$ cat config.mk
export PLATFORM = sky130hd
export DESIGN_NAME = pp_sched
export DESIGN_NICKNAME = d
export VERILOG_FILES = /design/src/rtl/pp_sched_pkg.sv /design/src/rtl/pp_evt_latch.sv /design/src/rtl/pp_role_map.sv /design/src/rtl/pp_sched.sv
export SDC_FILE = /design/constraint.sdc
export NUM_CORES = 1
export LEC_CHECK = 0
export BUFFER_PORTS_ARGS = -buffer_cell sky130_fd_sc_hd__clkbuf_2
export CAP_MARGIN = 15
export CORE_MARGIN = 4
export CORE_UTILIZATION = 55
export DETAILED_ROUTE_END_ITERATION = 6
export GPL_ROUTABILITY_DRIVEN = 0
export GPL_TIMING_DRIVEN = 0
export PLACE_DENSITY = 0.9
export RECOVER_POWER = 100
export SLEW_MARGIN = 10
export SYNTH_ARGS = -nofsm -noshare
export SYNTH_HDL_FRONTEND = slang
export SYNTH_SLANG_ARGS = --single-unit
export TNS_END_PERCENT = 1
$ cat constraint.sdc
create_clock -name clk -period 3.9 [get_ports clk]
set_input_delay 0.585 -clock clk [delete_from_list [all_inputs] [get_ports clk]]
set_output_delay 0.585 -clock clk [all_outputs]
set_load 0.05 [all_outputs]
$ cat src/rtl/pp_sched_pkg.sv
package pp_sched_pkg;

  typedef enum logic [1:0] {
    ST_IDLE = 2'd0,
    ST_LOAD = 2'd1,
    ST_RUN  = 2'd2,
    ST_FIN  = 2'd3
  } sched_state_e;

endpackage

$ cat src/rtl/pp_evt_latch.sv
module pp_evt_latch (
  input  logic clk,
  input  logic rst_n,
  input  logic clr_i,
  input  logic pulse_i,
  output logic seen_o,
  output logic now_o
);

  logic seen_q;

  always_ff @(posedge clk or negedge rst_n) begin
    if (!rst_n)     seen_q <= 1'b0;
    else if (clr_i) seen_q <= 1'b0;
    else            seen_q <= seen_q | pulse_i;
  end

  assign seen_o = seen_q;
  assign now_o  = seen_q | pulse_i;

  // a recorded completion is kept until the hand-over clears it
  assert_latch_sticky_R6: assert property (@(posedge clk) disable iff (!rst_n)
    (seen_o && !clr_i) |=> seen_o);

endmodule

$ cat src/rtl/pp_role_map.sv
module pp_role_map #(
  parameter int IDX_W = 4
) (
  input  logic [IDX_W-1:0] idx_i,
  input  logic [IDX_W-1:0] cnt_i,
  output logic             run_slot_o,
  output logic             peer_slot_o,
  output logic [IDX_W-1:0] next_idx_o,
  output logic             is_last_o
);

  function automatic logic slot_of(input logic [IDX_W-1:0] idx);
    return idx[0];
  endfunction

  function automatic logic [IDX_W-1:0] step_idx(input logic [IDX_W-1:0] idx);
    return idx + IDX_W'(1);
  endfunction

  function automatic logic last_of(input logic [IDX_W-1:0] idx,
                                   input logic [IDX_W-1:0] cnt);
    return (step_idx(idx) == cnt);
  endfunction

  assign run_slot_o  = slot_of(idx_i);
  assign peer_slot_o = ~slot_of(idx_i);
  assign next_idx_o  = step_idx(idx_i);
  assign is_last_o   = last_of(idx_i, cnt_i);

endmodule

$ cat src/rtl/pp_sched.sv
module pp_sched #(
  parameter int IDX_W = 4
) (
  input  logic             clk,
  input  logic             rst_n,
  input  logic             start_i,
  input  logic [IDX_W-1:0] stage_cnt_i,
  output logic [1:0]       run_o,
  input  logic [1:0]       done_i,
  output logic             cfg_req_o,
  output logic             cfg_slot_o,
  output logic [IDX_W-1:0] cfg_stage_o,
  input  logic [1:0]       cfg_done_i,
  output logic             src_mem_o,
  output logic             dst_mem_o,
  output logic             finished_o
);
  import pp_sched_pkg::*;

  localparam int NSLOT = 2;

  sched_state_e     state_q, state_d;
  logic [IDX_W-1:0] idx_q, idx_d;
  logic [IDX_W-1:0] cnt_q, cnt_d;

  // named internal events
  logic             run_slot, peer_slot, is_last;
  logic [IDX_W-1:0] next_idx;
  logic             in_run, in_load;
  logic             start_acc;
  logic             exec_pulse, cfg_pulse;
  logic             exec_seen, exec_fin;
  logic             cfg_seen, cfg_now, cfg_fin;
  logic             load_end, stage_end, latch_clr;

  pp_role_map #(.IDX_W(IDX_W)) u_roles (
    .idx_i       (idx_q),
    .cnt_i       (cnt_q),
    .run_slot_o  (run_slot),
    .peer_slot_o (peer_slot),
    .next_idx_o  (next_idx),
    .is_last_o   (is_last)
  );

  assign in_run    = (state_q == ST_RUN);
  assign in_load   = (state_q == ST_LOAD);
  assign start_acc = start_i && (state_q == ST_IDLE || state_q == ST_FIN);

  // only the running slot's done and the pending slot's cfg-done count
  assign exec_pulse = in_run && done_i[run_slot];
  assign cfg_pulse  = in_run ? (cfg_done_i[peer_slot] && !is_last)
                             : (in_load && cfg_done_i[0]);

  assign load_end  = in_load && cfg_pulse;
  assign stage_end = in_run && exec_fin && cfg_fin;
  assign latch_clr = stage_end || start_acc;

  pp_evt_latch u_exec_trk (
    .clk     (clk),
    .rst_n   (rst_n),
    .clr_i   (latch_clr),
    .pulse_i (exec_pulse),
    .seen_o  (exec_seen),
    .now_o   (exec_fin)
  );

  pp_evt_latch u_cfg_trk (
    .clk     (clk),
    .rst_n   (rst_n),
    .clr_i   (latch_clr || load_end),
    .pulse_i (cfg_pulse && in_run),
    .seen_o  (cfg_seen),
    .now_o   (cfg_now)
  );

  assign cfg_fin = is_last || cfg_now;

  always_comb begin
    state_d = state_q;
    idx_d   = idx_q;
    cnt_d   = cnt_q;
    unique case (state_q)
      ST_IDLE, ST_FIN: begin
        if (start_acc) begin
          cnt_d   = stage_cnt_i;
          idx_d   = '0;
          state_d = (stage_cnt_i == '0) ? ST_FIN : ST_LOAD;
        end
      end
      ST_LOAD: begin
        if (load_end) state_d = ST_RUN;
      end
      ST_RUN: begin
        if (stage_end) begin
          if (is_last) state_d = ST_FIN;
          else         idx_d   = next_idx;
        end
      end
      default: state_d = ST_IDLE;
    endcase
  end

  always_ff @(posedge clk or negedge rst_n) begin
    if (!rst_n) begin
      state_q <= ST_IDLE;
      idx_q   <= '0;
      cnt_q   <= '0;
    end else begin
      state_q <= state_d;
      idx_q   <= idx_d;
      cnt_q   <= cnt_d;
    end
  end

  for (genvar s = 0; s < NSLOT; s++) begin : g_run
    assign run_o[s] = in_run && (run_slot == 1'(s)) && !exec_seen;
  end

  assign cfg_req_o   = in_load || (in_run && !is_last && !cfg_seen);
  assign cfg_slot_o  = in_load ? 1'b0 : peer_slot;
  assign cfg_stage_o = in_load ? '0 : next_idx;
  assign src_mem_o   = run_slot;
  assign dst_mem_o   = peer_slot;
  assign finished_o  = (state_q == ST_FIN);

  // ---------------- assertions ----------------
  assert_single_run_R3: assert property (@(posedge clk) disable iff (!rst_n)
    $onehot0(run_o));

  assert_run_hold_R3: assert property (@(posedge clk) disable iff (!rst_n)
    ((run_o != 2'b00) && ((done_i & run_o) == 2'b00)) |=> $stable(run_o));

  assert_cfg_other_slot_R4: assert property (@(posedge clk) disable iff (!rst_n)
    (cfg_req_o && (run_o != 2'b00)) |-> !run_o[cfg_slot_o]);

  assert_mem_follows_slot_R5: assert property (@(posedge clk) disable iff (!rst_n)
    (run_o != 2'b00) |-> (run_o[src_mem_o] && !run_o[dst_mem_o]));

  assert_wait_first_load_R2: assert property (@(posedge clk) disable iff (!rst_n)
    (in_load && !cfg_done_i[0]) |=> (run_o == 2'b00));

  assert_finish_hold_R7: assert property (@(posedge clk) disable iff (!rst_n)
    (finished_o && !start_i) |=> finished_o);

  assert_finish_cause_R7: assert property (@(posedge clk) disable iff (!rst_n)
    $rose(finished_o) |-> ($past(run_o) != 2'b00 || $past(start_i)));

endmodule

* Word-level counts from Yosys, hierarchy flattened *
Cells that the tools add are included.

word-level totals
  input port bits = 11
  output and inout bits = 11
  bits in registers = 12

cells by class
  add/sub/neg operators = 1
  mux-type cells = 19
  reduce and logical (&&, ||, !) cells = 29
  bitwise logic cells = 3
  equality and inequality tests = 9
  $lt $le $gt $ge = 2

operators with widths
  kind                 number
  $mux 4               4
  $logic_and 1x1->1    14
  $mux 2               5
  $mux 1               8
  $pmux 4 s2           1
  $reduce_and 4->1     2
  $ne 2x2->1 const B   3
  $pmux 2 s3           1
  $logic_or 1x1->1     5
  $add 4x1->4 const B  1
  $eq 2x2->1 const B   2
  $eq 4x4->1           1
  $logic_not 4->1      1
  $lt 1x2->1 const B   2
  $ne 2x1->1 const B   2
  $logic_not 1->1      3
  $eq 2x1->1 const B   1
  $logic_not 2->1      1
  $or 1x1->1           2
  $reduce_and 2->1     1
  $reduce_bool 2->1    1
  $reduce_or 2->1      1
  $not 1->1            1

* Longest topological paths before layout *
Gate-level depths: netlist of run 1.

  word-level depth = 12
  gate-level depth with buffers = 7
  gate-level depth less buffers = 6

* By module *
Synthesis of run 1 repeated with hierarchy kept, for this count alone.

second synthesis, totals
  cell total of the unflattened synthesis = 84
  area total of the unflattened synthesis = 859.6 µm²

by module, submodules not included
  module        times used  sequential area each (µm²)  area each (µm²)  cells an instance
  pp_sched      1           250.2                       666.9            65
  pp_role_map   1           0.0                         110.1            13
  pp_evt_latch  2           25.0                        41.3             3

* Worst setup path before layout of run 1 *
No wires, ideal clock.

  kind = register to output
  from = register idx_q[0]
  to = output cfg_req_o
  cell stages (with the launch flop) = 6
  arrival time = 2,557 ps
  data required time = 3,315 ps
  slack = 758 ps
  path buffers = 1
  cell sequence = dfrtp_1 > buf_2 > nand3_1 > xnor2_2 > nor3_4 > o31ai_1

between the ends
  longest elaborated chain between the ends = 6

RTL lines
  item                             line               source
  start: declaration               pp_sched.sv:23     logic [IDX_W-1:0] idx_q, idx_d;
  start signal: assignment         pp_sched.sv:110    idx_q <= idx_d;
  $add 4x1->4                      pp_role_map.sv:17  return idx + IDX_W'(1);
  $eq 4x4->1                       pp_role_map.sv:22  return (step_idx(idx) == cnt);
  $logic_not 1->1                  pp_sched.sv:119    assign cfg_req_o = in_load || (in_run && !is_last && !cfg_seen);
  $logic_and 1x1->1 (2 in series)  pp_sched.sv:119
  $logic_or 1x1->1                 pp_sched.sv:119
  end: declaration                 pp_sched.sv:10     output logic cfg_req_o,

No other way between the ends.

* Worst setup path in the final report of run 1 *
  from = register idx_q[1]
  to = output cfg_req_o

The elaborated chain is that of the path after synthesis.

==> results of run 1 <==
## layout make-up
cell class / instances / area share, %
repair buffers: 21 / 8.97
inverters: 6 / 2.24
plain buffers: 4 / 1.99
multi-input cells: 66 / 51.3
flip-flops and latches: 12 / 29.9
well taps: 16 / 1.99
clock buffers: 4 / 3.61
## worst max path at each step
stage / startpoint / end / slack [ns] / cells after the start
after floorplan: idx_q[0] / cfg_req_o / 0.76 / 5
after global placement: idx_q[1] / cfg_req_o / 1.64 / 6
after global routing: idx_q[1] / cfg_req_o / 0.78 / 6
after CTS: idx_q[1] / cfg_req_o / 1.30 / 6
after detailed placement: idx_q[1] / cfg_req_o / 1.61 / 6
final: idx_q[1] / cfg_req_o / 0.97 / 6
## through the flow
step                      hold slack (ns)  std cells  cell area [um2]  util, %
after global placement              0.481        125             1010     66.9
after global routing                0.329        129             1000     66.7
after CTS                           0.179        129             1040     69.3
after floorplan                     0.289         88              882        -
final                               0.289        129             1000     66.7
after detailed placement            0.481        125             1010     66.9
## routing by layer
metal	vias to the layer above	share of wire, %	GRT usage [%]	wire length (um)
met2	28	52	33.0	1030
met4	0	3.2	10.8	64
met1	362	40	26.5	794
met3	9	5.3	6.77	106
met5	-	0	0	0
li1	367	-	-	-
## cells by family after synthesis
group,after synthesis,share of synthesized area [%]
DFF,12,34.0
muxes,10,12.8
adders and majority gates,5,7.09
xor gates and xnor gates,6,9.36
buffers and inverters,10,4.82
AOI/OAI and AO/OA,18,15.9
and+or+nand+nor,27,16.0
## worst max-delay path, cell delays in order, from the launching register on
cell,delay (ns)
dfrtp_1,0.42
ha_1,0.34
xnor2_1,0.20
nand2_1,0.09
nor3_1,0.57
o31ai_1,0.13
clkbuf_1,0.33
## state kept, by name (all words and copies together), names as in the netlist
| signal | count |
|---|---|
| state_q | 2 |
| cnt_q | 4 |
| idx_q | 4 |
| u_exec_trk.seen_o | 1 |
| u_cfg_trk.seen_o | 1 |
## cell usage in the layout (no fill, tap or decap), types with 2 or more instances in the layout
cell / n
clkbuf_4: 3
a21oi_1: 3
mux2_2: 2
mux2_1: 4
xnor2_2: 3
o22ai_1: 2
a21o_1: 2
clkbuf_2: 9
nor2_1: 4
ha_1: 5
mux2i_1: 3
or3_1: 2
nor2b_1: 2
inv_1: 5
dfrtp_1: 12
nand3_1: 5
o211ai_1: 4
nand2_1: 8
clkbuf_1: 14
nor3_1: 3
==> results.toml, run 1 <==
[outcome]
status = "complete, no violations"

[placed_design]
hpwlAfterDp_mm = 1.53
dp_slack_ns = 1.61
port_buffers = 21

[setup_path]
r2r_slack_ns = 1.48
critical_path.max_fanout = 6
cp.arrival_ns = 2.35
reg2reg_depth = 6
end_kind = "output port"
reg2reg_to = "state_q[1]"
crit_type = "reg2out"
required_ns = 3.31
worst_r2r_startpoint = "idx_q[1]"
startpoint_type = "flip-flop"

[layout]
drive_above_1_share_pct = 20.4
nFillCells = 129
multi_input_area_um2 = 515
ff_latch_area_um2 = 300
diodes = 0
num-nets-final = 130
area_growth_pct = 13.9

[logic_synthesis]
synth_top_area_share_pct = 34.0
synth.avg_cell_area_um2 = 10.0
ys_warn_count = 0
ys_seq_area_share_pct = 34.0
synth_area_um2 = 882
synth_top_area_cell = "dfrtp_1"
yosys-top-cells-area = "dfrtp_1 (34%), ha_1 (7.1%), xnor2_2 (5.5%)"
syn_inst = 88
synth_edf_count = 0
syn_nets = 104
ys_async_sr_fraction_pct = 100
yosysMostFrequentCell = "dfrtp_1"
synth_ff_type = "dfrtp_1"
synth_cell_types = 36
synth_commonest_cells = "dfrtp_1 (12), nand2_1 (8), ha_1 (5), inv_1 (5), nand3_1 (5)"
ys_ff_latch = 12

[min_path]
hold_path.class = "in2async"

[global_route]
antenna_found_initial = 0
grt_pass1_wl_mm = 3.30
grtUsageTotal_pct = 21.3
grt_max_degree = 13
grt-ovfl-total = 0
grt_pass1_vias = 724

[sta]
hold_viol = 0
grt_setup_unrepaired = "false"
relSlewSlack_pct = 54.9
skew_ns = 0.00576
fin_tns_setup_ns = 0
slew_violations = 0
fmax_mhz = 341
setup_ws_ns = 0.967
worst_pin_slew_ns = 0.672
final-setup-viol-count = 0
layout_min_cycle_time_ns = 2.93
fin_crit_sh_pct = 75.2

[clocking]
clock_path_buffers = 2
clk_latency_ns = 0.28
postCtsSetupRepairBufs = 0
cts_root_buffer = "clkbuf_4"
cts_tree = "yes"
clock_sinks = 12
clkSlewWorstSetupHoldPaths_ns = 0.08
cts_buffers = 3
hold_buffers = 0
h-tree-depth = 1
cts_resized = 0

[floorplan]
die_y_um = 48.0
die_x_um = 48.0
start_util_pct = 58.6
row_count = 14
fp.dieArea_um2 = 2310
coreArea_um2 = 1510
io_pins = 22

[route]
first_pass_iters = 4
drt_iter0_drc = 20
drtAntennaViolNets = 0
drc = 0
routed_wl_mm = 1.99
wl_per_cell_um = 15.5
via_count = 766
viasPerCell = 5.94

[job]
cap_violations = 0
Power of run 1 is not shown: default switching activity piles up to over one toggle a cycle in this logic, so the estimate is an artifact.
==> run 2, diff against run 1 <==
- ABC_AREA: default -> 1
- CORE_UTILIZATION: 55 -> 47
- PLACE_DENSITY: 0.9 -> 0.82
- clock period: 3.9 -> 2.61 ns (I/O delays scaled with it)
==> run 2 against run 1 <==
Compared with the run above:
- hold slack gained 0.084 ns
- count of clock-buffer cells in the layout is the same
- area after synthesis grew 5.7%
- critical path type unchanged
- core utilization shrank 6.9 points
- design area grew 7.2%
==> results.toml, run 2 <==
[outcome]
status = "complete, no violations"

[min_path]
min_delay_path_depth = 2
hold_path.class = "in2reg"
holdPathEnd = "cnt_q[1]"
hold_start = "stage_cnt_i[1]"

[sta]
timing.hold.ws_ns = 0.372
relSlewSlack_pct = 54.8
skew_ns = 0.00623
setup_ws_ns = 0.254
grt_setup_unrepaired = "false"
fmax_mhz = 424
hold_viol = 0
fin_crit_sh_pct = 90.3
fin_tns_setup_ns = 0
worst_pin_slew_ns = 0.678
slew_violations = 0
layout_min_cycle_time_ns = 2.36
final-setup-viol-count = 0

[clocking]
cts_root_buffer = "clkbuf_4"
h-tree-depth = 1
cts_buffers = 3
clk_latency_ns = 0.27
postCtsSetupRepairBufs = 0
clkSlewWorstSetupHoldPaths_ns = 0.08
clock_sinks = 12
cts_tree = "yes"
clock_path_buffers = 2

[floorplan]
die_y_um = 52.5
die_x_um = 52.5
coreArea_um2 = 1800
start_util_pct = 51.7
fp.dieArea_um2 = 2760
row_count = 15
io_pins = 22

[job]
cap_violations = 0

[layout]
num-nets-final = 168
nFillCells = 176
area_growth_pct = 15.6
final_common_cell = "nand2_1"
drive_above_1_share_pct = 21.9
reg_top3 = "cnt_q x4, idx_q x4, state_q x2"
final_cell_mix = "nand2_1 (32), inv_1 (17), nor2_1 (15), dfrtp_1 (12)"
diodes = 0

[logic_synthesis]
synth_top_area_share_pct = 32.2
synth_edf_count = 0
syn_nets = 141
ys_ff_latch = 12
synth_ff_type = "dfrtp_1"
synth_commonest_cells = "nand2_1 (30), inv_1 (17), nor2_1 (14)"
synth_cell_types = 27
synth_top_area_cell = "dfrtp_1"
syn_inst = 125
ys_async_sr_fraction_pct = 100
ys_seq_area_share_pct = 32.2
ys_warn_count = 0
synth.avg_cell_area_um2 = 7.46
yosys-top-cells-area = "dfrtp_1 (32%), nand2_1 (12%), inv_1 (6.8%)"
synth_area_um2 = 932
yosysMostFrequentCell = "nand2_1"

[placed_design]
dp_slack_ns = 0.570
hpwlAfterDp_mm = 1.69
port_buffers = 21

[power]
pwr_density_cell_nw_per_um2 = 1370
leakage_nw = 0.584
total_power_w = 0.00148
irDropWorstVdd_mv = 0.792

[setup_path]
cp.arrival_ns = 1.96
required_ns = 2.22
r2r_slack_ns = 0.50
end_kind = "output port"
crit_type = "reg2out"
startpoint_type = "flip-flop"
reg2reg_to = "state_q[0]"
critical_path.max_fanout = 5
reg2reg_depth = 11
worst_r2r_startpoint = "state_q[0]"

[global_route]
grt-ovfl-total = 0
grt_max_degree = 13
grtUsageTotal_pct = 17.9
antenna_found_initial = 0
grt_pass1_vias = 865
grt_pass1_wl_mm = 3.66

[route]
via_count = 868
first_pass_iters = 4
routed_wl_mm = 2.10
drtAntennaViolNets = 0
wl_per_cell_um = 11.9
drc = 0
drt_iter0_drc = 22
viasPerCell = 4.93
## run 2: layout make-up
class / instances / area [um2] / area share, %
flip-flops and latches: 12 / 300 / 27.9
multi-input cells: 91 / 510 / 47.4
clock buffers: 4 / 36.3 / 3.37
repair buffers: 22 / 103 / 9.52
plain buffers: 3 / 22.5 / 2.09
well taps: 25 / 31.3 / 2.90
inverters: 19 / 73.8 / 6.85
## run 2: critical path, cell delays in order, from the launching register on
cell and delay, ns:
dfrtp_1 0.44, ha_1 0.36, nor2_1 0.15, o21ai_2 0.07
nor2_1 0.18, nand2_4 0.10, nand2_2 0.10, o21ai_1 0.06
clkbuf_2 0.23
## run 2: report_power, final
| group | internal (W) | switching, W | total, W |
|---|---|---|---|
| Clock | 0.0000847 | 0.0000650 | 0.000150 |
| Sequential | 0.000258 | 0.0000591 | 0.000317 |
| Combinational | 0.000301 | 0.000711 | 0.00101 |
| Total | 0.000643 | 0.000835 | 0.00148 |
## run 2: logic make-up (layout without fill, tap and decap cells)
| group | count (synthesis) | after routing | synth area share, % |
|---|---|---|---|
| AND/OR/NAND/NOR | 73 | 73 | 38.3 |
| adder cells (fa/ha/maj) | 5 | 5 | 6.71 |
| buffers and inverters | 22 | 48 | 11.1 |
| multiplexers | 1 | 1 | 1.21 |
| AO/OA/AOI/OAI | 12 | 12 | 10.5 |
| flip-flops | 12 | 12 | 32.2 |
## run 2: worst max path at each step
stage / slack, ns / end / depth (start not counted) / start
4_1_cts: 0.25 / cfg_req_o / 8 / idx_q[1]
5_1_grt: 0.1 / run_o[0] / 6 / state_q[0]
2_1_floorplan: 0.09 / cfg_req_o / 8 / idx_q[0]
6_report: 0.25 / cfg_req_o / 8 / idx_q[1]
3_5_place_dp: 0.57 / cfg_req_o / 8 / idx_q[1]
3_3_place_gp: 0.61 / cfg_req_o / 9 / idx_q[1]
## run 2: layer usage
metal	track usage (%)	vias up	wire (um)
met3	3.99	2	94
met5	0	-	0
met4	5.11	0	12
li1	-	453	-
met1	21.2	397	949
met2	32.0	16	1050
## run 2: what timing repair did
item                                   CTS  global route
resized for setup                        0             0
hold buffers                             1             0
endpoints found under the hold margin    5             0
## run 2: stage by stage
stage	instance area (um2)	utilization (%)	instances
after global routing	1080	59.8	176
after CTS	1110	61.9	176
after floorplan	932	-	125
after global placement	1070	59.3	171
after detailed placement	1070	59.3	171
final	1080	59.8	176
No activity file was read; power rests on OpenSTA's default activity.
